<file path="src/rtl/cfgspace_pkg.sv">
package cfgspace_pkg;

   localparam int unsigned BYTE_W = 8;

   // register offsets from the attribute base
   localparam int unsigned OFF_OPT  = 0;
   localparam int unsigned OFF_STAT = 2;
   localparam int unsigned OFF_PIN  = 4;
   localparam int unsigned OFF_RSV  = 6;

   // option register
   localparam logic [7:0] OPT_WMASK    = 8'hCF;
   localparam int unsigned OPT_SRST_B  = 7;
   localparam int unsigned OPT_LVL_B   = 6;
   localparam int unsigned MODE_W      = 4;

   // status register
   localparam logic [7:0] ST_HOLD_MASK = 8'h80;  // stored bits kept on write
   localparam logic [7:0] ST_LOAD_MASK = 8'h74;  // bits taken from write data
   localparam int unsigned ST_PEND_B   = 1;
   localparam int unsigned ST_PD_B     = 2;

   // pin-replacement register
   localparam logic [7:0] PIN_RD_CONST = 8'h0C;
   localparam int unsigned PIN_RCHG_B  = 5;
   localparam int unsigned PIN_HRDY_B  = 1;

   // device-control byte from the neighbour
   localparam logic [7:0] DC_IRQ_BLOCK = 8'h06;
   localparam int unsigned DC_IMASK_B  = 1;

   typedef enum logic [2:0] {
      SEL_NONE,
      SEL_ROM,
      SEL_OPT,
      SEL_STAT,
      SEL_PIN,
      SEL_RSV
   } sel_e;

endpackage

</file>
<file path="src/rtl/cfgspace_decode.sv">
module cfgspace_decode
   import cfgspace_pkg::*;
#(
   parameter int unsigned ADDR_W = 10,
   parameter logic [ADDR_W-1:0] REG_BASE = 10'h200,
   parameter int unsigned ROM_LEN = 16,
   parameter int unsigned IDX_W = 4
) (
   input  logic [ADDR_W-1:0] addr,
   input  logic              wr,
   output sel_e              sel,
   output logic [IDX_W-1:0]  rom_idx,
   output logic              we_opt,
   output logic              we_stat,
   output logic              we_pin
);

   localparam logic [ADDR_W-1:0] O_OPT  = ADDR_W'(OFF_OPT);
   localparam logic [ADDR_W-1:0] O_STAT = ADDR_W'(OFF_STAT);
   localparam logic [ADDR_W-1:0] O_PIN  = ADDR_W'(OFF_PIN);
   localparam logic [ADDR_W-1:0] O_RSV  = ADDR_W'(OFF_RSV);
   localparam logic [ADDR_W:0]   ROM_END = (ADDR_W+1)'(ROM_LEN);

   logic [ADDR_W-1:0] off;
   logic              above;

   assign above   = (addr >= REG_BASE);
   assign off     = addr - REG_BASE;
   assign rom_idx = addr[IDX_W-1:0];

   always_comb begin
      sel = SEL_NONE;
      if (!above) begin
         if ({1'b0, addr} < ROM_END) sel = SEL_ROM;
      end else begin
         unique case (off)
            O_OPT:   sel = SEL_OPT;
            O_STAT:  sel = SEL_STAT;
            O_PIN:   sel = SEL_PIN;
            O_RSV:   sel = SEL_RSV;
            default: sel = SEL_NONE;
         endcase
      end
   end

   assign we_opt  = wr && (sel == SEL_OPT);
   assign we_stat = wr && (sel == SEL_STAT);
   assign we_pin  = wr && (sel == SEL_PIN);

endmodule

</file>
<file path="src/rtl/cfgspace_rom.sv">
module cfgspace_rom
   import cfgspace_pkg::*;
#(
   parameter int unsigned ROM_LEN = 16,
   parameter int unsigned IDX_W = 4,
   parameter logic [8*ROM_LEN-1:0] ROM_IMAGE = '0
) (
   input  logic [IDX_W-1:0]  idx,
   output logic [BYTE_W-1:0] data
);

   localparam int unsigned SLOTS = 1 << IDX_W;

   logic [BYTE_W-1:0] bytes [SLOTS];

   for (genvar g = 0; g < SLOTS; g++) begin : g_slot
      if (g < ROM_LEN) begin : g_img
         assign bytes[g] = ROM_IMAGE[8*g +: 8];
      end else begin : g_pad
         assign bytes[g] = '0;
      end
   end

   assign data = bytes[idx];

endmodule

</file>
<file path="src/rtl/cfgspace_opt.sv">
module cfgspace_opt
   import cfgspace_pkg::*;
(
   input  logic              clk,
   input  logic              rst_n,
   input  logic              we_opt,
   input  logic [BYTE_W-1:0] wdata,
   output logic [BYTE_W-1:0] opt_q,
   output logic              clr,
   output logic              soft_rst_req
);

   assign clr = we_opt && wdata[OPT_SRST_B];

   always_ff @(posedge clk or negedge rst_n) begin
      if (!rst_n) begin
         opt_q        <= '0;
         soft_rst_req <= 1'b0;
      end else begin
         soft_rst_req <= clr;
         if (we_opt) opt_q <= wdata & OPT_WMASK;
      end
   end

   p_opt_mask_r3: assert property (@(posedge clk) disable iff (!rst_n)
      we_opt |=> opt_q == ($past(wdata) & OPT_WMASK));

   p_srst_source_r10: assert property (@(posedge clk) disable iff (!rst_n)
      soft_rst_req |-> opt_q[OPT_SRST_B]);

endmodule

</file>
<file path="src/rtl/cfgspace_stat.sv">
module cfgspace_stat
   import cfgspace_pkg::*;
(
   input  logic              clk,
   input  logic              rst_n,
   input  logic              we_stat,
   input  logic              we_pin,
   input  logic              clr,
   input  logic [BYTE_W-1:0] wdata,
   input  logic              pend_in,
   input  logic              pend_hide,
   output logic [BYTE_W-1:0] stat_view,
   output logic [BYTE_W-1:0] pin_view,
   output logic              host_rdy
);

   logic [BYTE_W-1:0] st_q;
   logic              rchg_q;
   logic              hrdy_q;
   logic              pd_flip;

   assign pd_flip = we_stat && (wdata[ST_PD_B] != st_q[ST_PD_B]);

   always_ff @(posedge clk or negedge rst_n) begin
      if (!rst_n) begin
         st_q   <= '0;
         rchg_q <= 1'b0;
         hrdy_q <= 1'b0;
      end else if (clr) begin
         st_q   <= '0;
         rchg_q <= 1'b0;
         hrdy_q <= 1'b0;
      end else begin
         if (we_stat) st_q <= (st_q & ST_HOLD_MASK) | (wdata & ST_LOAD_MASK);
         if (pd_flip) rchg_q <= 1'b1;
         if (we_pin)  hrdy_q <= wdata[PIN_HRDY_B];
      end
   end

   always_comb begin
      stat_view = st_q;
      stat_view[ST_PEND_B] = pend_in && !pend_hide;
      pin_view = PIN_RD_CONST;
      pin_view[PIN_RCHG_B] = rchg_q;
   end

   assign host_rdy = hrdy_q;

   p_pd_flag_r6: assert property (@(posedge clk) disable iff (!rst_n)
      (pd_flip && !clr) |=> pin_view[PIN_RCHG_B]);

   p_flag_sticky_r6: assert property (@(posedge clk) disable iff (!rst_n)
      (pin_view[PIN_RCHG_B] && !clr) |=> pin_view[PIN_RCHG_B]);

   p_chg_hold_r4: assert property (@(posedge clk) disable iff (!rst_n)
      !clr |=> stat_view[7] == $past(stat_view[7]));

   p_hide_pend_r5: assert property (@(posedge clk) disable iff (!rst_n)
      pend_hide |-> !stat_view[ST_PEND_B]);

endmodule

</file>
<file path="src/rtl/cfgspace_regs.sv">
module cfgspace_regs
   import cfgspace_pkg::*;
#(
   parameter int unsigned ADDR_W = 10,
   parameter logic [ADDR_W-1:0] REG_BASE = 10'h200,
   parameter int unsigned ROM_LEN = 16,
   parameter logic [8*ROM_LEN-1:0] ROM_IMAGE = {
      8'hFF, 8'h00, 8'h14, 8'h01, 8'hFF, 8'h00, 8'h1A, 8'h02,
      8'hFF, 8'h00, 8'h20, 8'h03, 8'hFF, 8'h00, 8'h15, 8'h01}
) (
   input  logic              clk,
   input  logic              rst_n,
   input  logic [ADDR_W-1:0] bus_addr,
   input  logic              bus_wr,
   input  logic [7:0]        bus_wdata,
   output logic [7:0]        rd_data,
   input  logic [7:0]        dc_ctrl,
   input  logic              ctl_irq,
   output logic              irq_out,
   output logic              soft_rst_req,
   output logic [3:0]        map_mode,
   output logic              lvl_irq,
   output logic              host_rdy
);

   localparam int unsigned IDX_W = (ROM_LEN > 1) ? $clog2(ROM_LEN) : 1;

   if (ROM_LEN < 1) begin : g_chk_rom_len
      $error("cfgspace_regs: ROM_LEN must be at least 1");
   end
   if (ROM_LEN > REG_BASE) begin : g_chk_rom_fit
      $error("cfgspace_regs: ROM must lie below REG_BASE");
   end
   if (IDX_W > ADDR_W) begin : g_chk_idx
      $error("cfgspace_regs: ROM index wider than address");
   end
   if ((REG_BASE + 7) >= (1 << ADDR_W)) begin : g_chk_base
      $error("cfgspace_regs: register window exceeds address space");
   end

   sel_e              sel;
   logic [IDX_W-1:0]  rom_idx;
   logic              we_opt, we_stat, we_pin;
   logic [7:0]        rom_data;
   logic [7:0]        opt_q;
   logic              clr;
   logic [7:0]        stat_view, pin_view;

   cfgspace_decode #(
      .ADDR_W(ADDR_W), .REG_BASE(REG_BASE), .ROM_LEN(ROM_LEN), .IDX_W(IDX_W)
   ) u_decode (
      .addr(bus_addr), .wr(bus_wr), .sel(sel), .rom_idx(rom_idx),
      .we_opt(we_opt), .we_stat(we_stat), .we_pin(we_pin)
   );

   cfgspace_rom #(
      .ROM_LEN(ROM_LEN), .IDX_W(IDX_W), .ROM_IMAGE(ROM_IMAGE)
   ) u_rom (
      .idx(rom_idx), .data(rom_data)
   );

   cfgspace_opt u_opt (
      .clk(clk), .rst_n(rst_n), .we_opt(we_opt), .wdata(bus_wdata),
      .opt_q(opt_q), .clr(clr), .soft_rst_req(soft_rst_req)
   );

   cfgspace_stat u_stat (
      .clk(clk), .rst_n(rst_n), .we_stat(we_stat), .we_pin(we_pin),
      .clr(clr), .wdata(bus_wdata), .pend_in(ctl_irq),
      .pend_hide(dc_ctrl[DC_IMASK_B]), .stat_view(stat_view),
      .pin_view(pin_view), .host_rdy(host_rdy)
   );

   always_comb begin
      unique case (sel)
         SEL_ROM:  rd_data = rom_data;
         SEL_OPT:  rd_data = opt_q;
         SEL_STAT: rd_data = stat_view;
         SEL_PIN:  rd_data = pin_view;
         default:  rd_data = '0;
      endcase
   end

   assign irq_out  = !ctl_irq && ((dc_ctrl & DC_IRQ_BLOCK) == 8'h00)
                     && !opt_q[OPT_SRST_B];
   assign map_mode = opt_q[MODE_W-1:0];
   assign lvl_irq  = opt_q[OPT_LVL_B];

   p_srst_clears_r10: assert property (@(posedge clk) disable iff (!rst_n)
      soft_rst_req |-> ((stat_view & ST_LOAD_MASK) == 8'h00)
                       && (pin_view == PIN_RD_CONST) && !host_rdy);

   p_irq_block_r9: assert property (@(posedge clk) disable iff (!rst_n)
      (dc_ctrl[2] || ctl_irq || soft_rst_req) |-> !irq_out);

endmodule

</file>
<file path="config.mk">
export PLATFORM = sky130hd
export DESIGN_NAME = cfgspace_regs
export DESIGN_NICKNAME = d
export VERILOG_FILES = /design/src/rtl/cfgspace_pkg.sv /design/src/rtl/cfgspace_decode.sv /design/src/rtl/cfgspace_rom.sv /design/src/rtl/cfgspace_opt.sv /design/src/rtl/cfgspace_stat.sv /design/src/rtl/cfgspace_regs.sv
export SDC_FILE = /design/constraint.sdc
export NUM_CORES = 1
export LEC_CHECK = 0
export BUFFER_PORTS_ARGS = -buffer_cell sky130_fd_sc_hd__buf_2
export CAP_MARGIN = 20
export CORE_ASPECT_RATIO = 1.4
export CORE_MARGIN = 3
export CORE_UTILIZATION = 40
export CTS_CLUSTER_DIAMETER = 40
export CTS_CLUSTER_SIZE = 10
export DETAILED_ROUTE_END_ITERATION = 10
export GPL_TIMING_DRIVEN = 0
export PLACE_DENSITY_LB_ADDON = 0.08
export SETUP_SLACK_MARGIN = 0.02
export SYNTH_ARGS = -nofsm -noshare
export SYNTH_HDL_FRONTEND = slang
export SYNTH_SLANG_ARGS = --single-unit
</file>
<file path="constraint.sdc">
create_clock -name clk -period 2.1 [get_ports clk]
set_input_delay 0.315 -clock clk [delete_from_list [all_inputs] [get_ports clk]]
set_output_delay 0.315 -clock clk [all_outputs]
set_load 0.005 [all_outputs]
</file>
* Word-level counts from Yosys, hierarchy flattened
Memory sizes are Yosys's and may differ from the RTL's.
Index checks and enable logic that the tools add are counted.
** Storage, ports and cells
- Output and inout port bits :: 16
- ROM bits :: 128
- Word-level logic and storage cells :: 48
- Flip-flop bits (word level) :: 17
- Memories kept :: 1
- Input port bits :: 30
** Operators by class
- Bitwise gates (word level) :: 2
- Equal/unequal tests :: 8
- Reductions and logical operators :: 16
- Add/sub/neg operators :: 1
- Multiplexer cells :: 12
- Magnitude comparators :: 3
** Memory list
- (no name shown) :: words 16, bits a word 8, read ports 1, clocked after Yosys merged registers in 0, write ports 0, RTL line cfgspace_rom.sv:24 : assign data = bytes[idx];
** Operators by type and width (number)
- 8-bit 2-to-1 mux :: 4
- 8-bit case mux with 4 select lines :: 1
- 10-bit by 3-bit equality test with 1-bit output (second input constant) :: 2
- 3-bit case mux with 4 select lines :: 1
- 10-bit by 2-bit equality test with 1-bit output (second input constant) :: 1
- 10-bit greater-or-equal comparator (second input constant) :: 1
- 10-bit zero test :: 1
- 10-bit by 5-bit < comparator with 1-bit output (second input constant) :: 1
- 10-bit subtractor (second input constant) :: 1
- 1-bit logical AND :: 8
- 8-bit zero test :: 1
- 8-bit by 7-bit bitwise OR with 8-bit output :: 1
- 3-bit by 2-bit equality test with 1-bit output (second input constant) :: 2
- 2-bit nonzero test :: 3
- 5-bit greater-or-equal comparator (second input constant) :: 1
- 1-bit 2-to-1 mux :: 5
- 4-bit inverter with 5-bit output :: 1
- 3-bit by 1-bit equality test with 1-bit output (second input constant) :: 1
- 3-bit equality test (second input constant) :: 1
- 1-bit zero test :: 3
- 3-bit 2-to-1 mux :: 1
- 1-bit != test :: 1

* Logic depth before layout (Yosys ltp)
- Depth in word-level cells :: 9
- Mapped depth :: 8
- Mapped depth without buffers :: 6

* Modules after synthesis
From an unflattened synthesis, not the netlist that was laid out.
** Second synthesis, totals
- Cell total of the unflattened synthesis :: 132
- Area, all modules :: 1248.7 um^2
** Modules (own cells, without submodules)
- cfgspace_stat :: sequential area each 150.1 um^2, area an instance 351.6 um^2, cells an instance 35, times used 1
- cfgspace_regs :: sequential area each 0.0 um^2, area an instance 320.3 um^2, cells an instance 39, times used 1
- cfgspace_opt :: sequential area each 175.2 um^2, area an instance 302.8 um^2, cells an instance 18, times used 1
- cfgspace_rom :: sequential area each 0.0 um^2, area an instance 152.6 um^2, cells an instance 23, times used 1
- cfgspace_decode :: sequential area each 0.0 um^2, area an instance 121.4 um^2, cells an instance 17, times used 1

* Least setup slack after synthesis
Ideal clock, no wire load.
- Path type :: input -> register
- Start point :: input bus_addr[4]
- End point :: register u_opt.opt_q[0]
- Library setup time :: 0.125 ns
- Arrival :: 1.770 ns
- Cell stages on the path :: 5
- Data required time :: 1.975 ns
- Path buffers :: 1
- Setup slack :: 0.205 ns
- Cell sequence :: or4_4 nor3_4 and3_1 buf_6 mux2_4
** Between the ends
- Word-level cells in the longest chain between the ends :: 6
- Elaborated cells between the ends (all ways) :: 12
- Classes of those cells :: add/sub (1); order compare (2); eq/ne (4); mux (3); reduce/logical (2)
** RTL lines
- start: declaration :: RTL line cfgspace_regs.sv:13 : input logic [ADDR_W-1:0] bus_addr,
- 10-bit subtractor :: RTL line cfgspace_decode.sv:28 : assign off = addr - REG_BASE;
- 10-bit by 3-bit equality test with 1-bit output (tied with other cells) :: RTL line cfgspace_decode.sv:36 : unique case (off)
- 3-bit case mux with 4 select lines :: RTL line cfgspace_decode.sv:36
- 3-bit 2-to-1 mux * :: RTL line cfgspace_decode.sv:33 : if (!above) begin
- 3-bit by 2-bit equality test with 1-bit output * :: RTL line cfgspace_decode.sv:46 : assign we_opt = wr && (sel == SEL_OPT);
- 1-bit logical AND * :: RTL line cfgspace_decode.sv:46
- end signal: assignment :: RTL line cfgspace_opt.sv:21 : if (we_opt) opt_q <= wdata & OPT_WMASK;
- end: declaration :: RTL line cfgspace_opt.sv:8 : output logic [BYTE_W-1:0] opt_q,
Every way passes the cells marked *; elsewhere a longest branch is shown, timed or not.
A chain may end at the register's enable or synchronous reset.

* Final worst setup path
- Start point :: input bus_addr[4]
- End point :: output rd_data[0]
** Between the ends
- Word-level cells in the longest chain between the ends :: 6
- Elaborated cells between the ends (all ways) :: 15
- Classes of those cells :: add/sub (1); order compare (2); eq/ne (7); mux (4); reduce/logical (1)
** RTL lines
- 10-bit subtractor :: RTL line cfgspace_decode.sv:28
- 10-bit by 3-bit equality test with 1-bit output (tied with other cells) :: RTL line cfgspace_decode.sv:36
- 3-bit case mux with 4 select lines :: RTL line cfgspace_decode.sv:36
- 3-bit 2-to-1 mux * :: RTL line cfgspace_decode.sv:33
- 3-bit equality test (tied with other cells) :: RTL line cfgspace_regs.sv:75 : unique case (sel)
- 8-bit case mux with 4 select lines * :: RTL line cfgspace_regs.sv:75
- end: declaration :: RTL line cfgspace_regs.sv:16 : output logic [7:0] rd_data,
Marks and branches as above.

==> summary.md <==
TritonCTS built the clock tree. The number of buffers inserted by port buffering was 38; the cell count after synthesis was 100. Hold is met by 264 ps. The run finished with clean final reports. The number of standard-cell rows in the floorplan was 20.

In the final layout, the multi-input gates occupy 608 sq um. For the final standard cell area without fillers, the log shows 1310 sq um. For the worst-skew pair, the clock arrives at the later sink with an insertion delay of 270 ps.

Wires add up to 2.61 mm. The area enclosed by the die boundary is 3120 sq um. The highest cell delay on the worst timing path is 600 ps, and the number of buffer and inverter instances along the worst setup path is 2. In this run the cell area measured after placement is 1220 sq um. For the sequential share of the synthesized area, the log shows 32.8%.

Setup repair after global routing could not meet its margin everywhere. The net count of the finished layout is 181. The leakage power of the design came out at 0.672 nW.

The relative area change from synthesis to final layout works out to 32.2%. The first global-routing pass estimated 3.86 mm of wire. Static timing analysis puts the maximum clock frequency at 494 MHz. The first detailed-routing pass ran for 4 iterations. The number of enable flip-flop cells after synthesis was 0. In this run, the combinational gates consume 20.7% of the power. Dividing the final minimum period by the clock period gives 96.4%. The number of cells on the worst hold path is 2.

After clock tree synthesis, the clock-pin slew on the worst setup and hold paths is 80 ps. The total of warnings raised by yosys was 0; the number of buffers inserted during clock tree synthesis was 3. After floorplanning, the core was sized to cover 2280 sq um. The repair_antennas step left the layout with diodes totalling 0. The max capacitance violation total is 0, and the worst-case clock skew is 0.0457 ps. In this run the cell area of the synthesized design comes to 992 sq um. The net load switching power was 0.000136 W; the measured slew at the worst slew-check pin was 552 ps.

The placed cell count came out at 171. In the routed design, unresolved DRC markers number 0. The power density over cell area was 392 nW/um^2; the final instance count without filler cells was 179.

Final period demand of the worst path: 2030 ps. The number of distinct standard cells referenced by the synthesized netlist was 38; the total grt overflow was 0. Internal power comes to 0.000377 W.

For the number of global-route vias before repair, the log shows 832. Broken down by cell family, the worst path's largest delay share belongs to simple AND/OR/NAND/NOR gates. The number of slew-limit violations in the final report was 0; the number of buffers between clock root and the deepest sink was 2. At the worst endpoint, the arrival time is 1710 ps.

In this run, synthesis produced a sequential element count of 13. The most used flip-flop cell after synthesis is sky130_fd_sc_hd__dfrtp_1. Across every metal layer, demand over resource in global routing totals 17.3%. Dividing the detail-routed via count by the number of cells gives 5.35.

The logs give 29.4% for the part of the power in the clock network and 0 for the number of nets with antenna violations after routing. Averaged over all synthesized cells, the footprint is 9.92 sq um. Headroom to the max-slew limit came out at 62.9%.

The level count of the clock H-tree is 1, and the pin count of the biggest net entering global routing is 14. Traced cell by cell, the critical path runs through buf_2 > or4_4 > nor3_4 > a32o_1 > buf_2. Once the floorplan was initialized, standard cells occupied 43.6% of the core. The layout has 218 filler cells. Slowest cell on the critical path: sky130_fd_sc_hd__or4_4. Along the worst path, the maximum fanout reaches 7.

The critical path is of the in -> out type. The fraction of power spent switching nets works out to 26.5%. For this design the top-level I/O count stands at 46. The final route contains 957 vias.

The routability-driven placement congestion ratio is 0.864. The HPWL after detailed placement is 2.01 mm. Measured along the y axis, the die boundary spans 64.9 microns. The worst-case reg-to-reg path depth came out at 3.

The initial antenna violation count was 0; the net count after synthesis was 134. In this run, the number of DRC markers left after iteration 0 of detailed routing was 21. The floorplan step set the die width to 48.1 microns. STA classifies the critical path endpoint as an output pin. In the final layout, flip-flops and latches occupy 325 sq um. Dividing the detail-routed wire length by the instance count gives 14.6 microns. Of the cells placed in the final design, the portion with a size suffix greater than 1 is 48.6%. Proportion of synthesized flip-flops having asynchronous set or reset: 100%. The clock net in this run drives a total of 13 sinks. The cell repeated most along the worst path was sky130_fd_sc_hd__buf_2. The tools report the final hold violation count as 0.

Setup violations remaining at the end of the flow were counted as 0. The tree is rooted in a sky130_fd_sc_hd__clkbuf_4. The worst IR drop on VDD was 0.000357 V.

STA puts the critical path data required time at 1780 ps. In this run, flip-flops and latches consume 49.8% of the power. The path class of the lowest-slack min-delay path was in -> reg.

The worst setup path is launched from an input port. The critical path runs through a total of 5 cells. The reg2reg setup slack is 1200 ps.
-- state kept, by name (all words and copies together), names as in the netlist --
register            count
u_opt.soft_rst_req      1
u_stat.host_rdy         1
u_opt.opt_q             6
u_stat.rchg_q           1
u_stat.st_q             4
-- synth_stat cells, types with 2 or more instances --
library cell               instances  share of area [%]
sky130_fd_sc_hd__a21oi_1           5                2.5
sky130_fd_sc_hd__a22o_1            4                3.5
sky130_fd_sc_hd__a32o_1            3                3.0
sky130_fd_sc_hd__a32oi_1           2                1.8
sky130_fd_sc_hd__and3_1            2                1.3
sky130_fd_sc_hd__buf_4             4                3.0
sky130_fd_sc_hd__buf_6             2                2.3
sky130_fd_sc_hd__clkbuf_1          3                1.1
sky130_fd_sc_hd__dfrtp_1          13                 33
sky130_fd_sc_hd__ha_1              4                5.0
sky130_fd_sc_hd__inv_1             4                1.5
sky130_fd_sc_hd__mux2_2            2                2.3
sky130_fd_sc_hd__mux2_4            6                9.1
sky130_fd_sc_hd__mux2i_1           2                2.0
sky130_fd_sc_hd__nand2_1           7                2.6
sky130_fd_sc_hd__nand2b_1          2                1.3
sky130_fd_sc_hd__nand3b_1          3                2.3
sky130_fd_sc_hd__nand4_1           2                1.3
sky130_fd_sc_hd__nor2_1            4                1.5
sky130_fd_sc_hd__nor2b_1           3                1.9
sky130_fd_sc_hd__nor3_1            3                1.5
sky130_fd_sc_hd__o21ai_0           4                2.0
-- path summary, 6_finish.rpt --
check                          startpoint             end
max                           bus_addr[4]      rd_data[0]
min                          bus_wdata[0]  u_opt.opt_q[0]
max reg2reg                u_stat.st_q[2]   u_stat.rchg_q
min reg2reg                 u_stat.rchg_q   u_stat.rchg_q
max in group asynchronous           rst_n  u_stat.st_q[4]
min in group asynchronous           rst_n  u_opt.opt_q[0]
-- power groups by stage --
| stage | clock (W) | sequential, W | combinational [W] |
|---|---|---|---|
| 6_report | 0.000151 | 0.000256 | 0.000106 |
| 5_1_grt | 0.000167 | 0.000257 | 0.000117 |
| 4_1_cts | 0.000157 | 0.000256 | 0.000103 |
| 3_5_place_dp | 0 | 0.000261 | 0.0000997 |
| 3_3_place_gp | 0 | 0.000261 | 0.0000973 |
| 2_1_floorplan | 0 | 0.000260 | 0.0000523 |
-- per-layer routing --
layer / track usage (%) / up-vias / share of wire [%] / routed length, microns
met1: 22.4 / 456 / 41 / 1070
met4: 5.05 / 0 / 0.73 / 19
li1: - / 463 / - / -
met2: 28.6 / 36 / 52 / 1350
met3: 2.50 / 2 / 6.4 / 167
met5: 0 / - / 0 / 0
-- final cells by class --
type | instances | share of cell area, %
sequential | 13 | 24.8
multi-input combinational | 74 | 46.4
tap | 33 | 3.15
inverter | 4 | 1.15
clock buffer | 4 | 2.00
buffer | 8 | 4.96
timing repair buffer | 43 | 17.6
-- cell usage in the layout, fill, tap and decap left out, types with 2 or more instances in the layout --
cell type / netlist / final
sky130_fd_sc_hd__buf_2: 0 / 38
sky130_fd_sc_hd__dfrtp_1: 13 / 13
sky130_fd_sc_hd__buf_4: 4 / 8
sky130_fd_sc_hd__nand2_1: 7 / 7
sky130_fd_sc_hd__mux2_4: 6 / 6
sky130_fd_sc_hd__a21oi_1: 5 / 5
sky130_fd_sc_hd__clkbuf_4: 0 / 4
sky130_fd_sc_hd__a22o_1: 4 / 4
sky130_fd_sc_hd__nand3b_1: 3 / 3
sky130_fd_sc_hd__o21ai_0: 4 / 3
sky130_fd_sc_hd__inv_1: 4 / 3
sky130_fd_sc_hd__nor2_1: 4 / 3
sky130_fd_sc_hd__a32o_1: 3 / 3
sky130_fd_sc_hd__nor2b_1: 3 / 2
sky130_fd_sc_hd__buf_6: 2 / 2
sky130_fd_sc_hd__nand4_1: 2 / 2
sky130_fd_sc_hd__mux2_2: 2 / 2
sky130_fd_sc_hd__a32oi_1: 2 / 2
sky130_fd_sc_hd__nand2b_1: 2 / 2
sky130_fd_sc_hd__mux2i_1: 2 / 2
sky130_fd_sc_hd__nor3_1: 3 / 2
sky130_fd_sc_hd__and3_1: 2 / 2
sky130_fd_sc_hd__ha_2: 0 / 2
sky130_fd_sc_hd__ha_1: 4 / 2
-- per-stage QoR --
step                      TNS [ps]  worst slack (ps)  util, %  power, W
after detailed placement     -1730              -259     53.7  0.000361
final                            0              74.7     57.6  0.000514
after CTS                        0              29.4     55.7  0.000516
after floorplan                  0               205        -  0.000313
after global placement       -1170              -191     53.7  0.000358
after global routing             0              10.3     57.6  0.000541
-- cell families after synthesis --
group | share of synthesized area, %
buf+inv | 7.94
mux | 13.4
xor+xnor | 1.77
compound gates | 16.9
fa+ha+maj | 5.04
simple gates | 22.2
flops | 32.8
-- repair_timing --
item,in CTS,in global routing
hold endpoints to repair,13,0
hold buffers,1,0
setup buffers,0,4
pin swaps,0,3
gates resized for setup,4,9
endpoints found under the setup margin,7,4
Power figures use the tool's default switching activity.
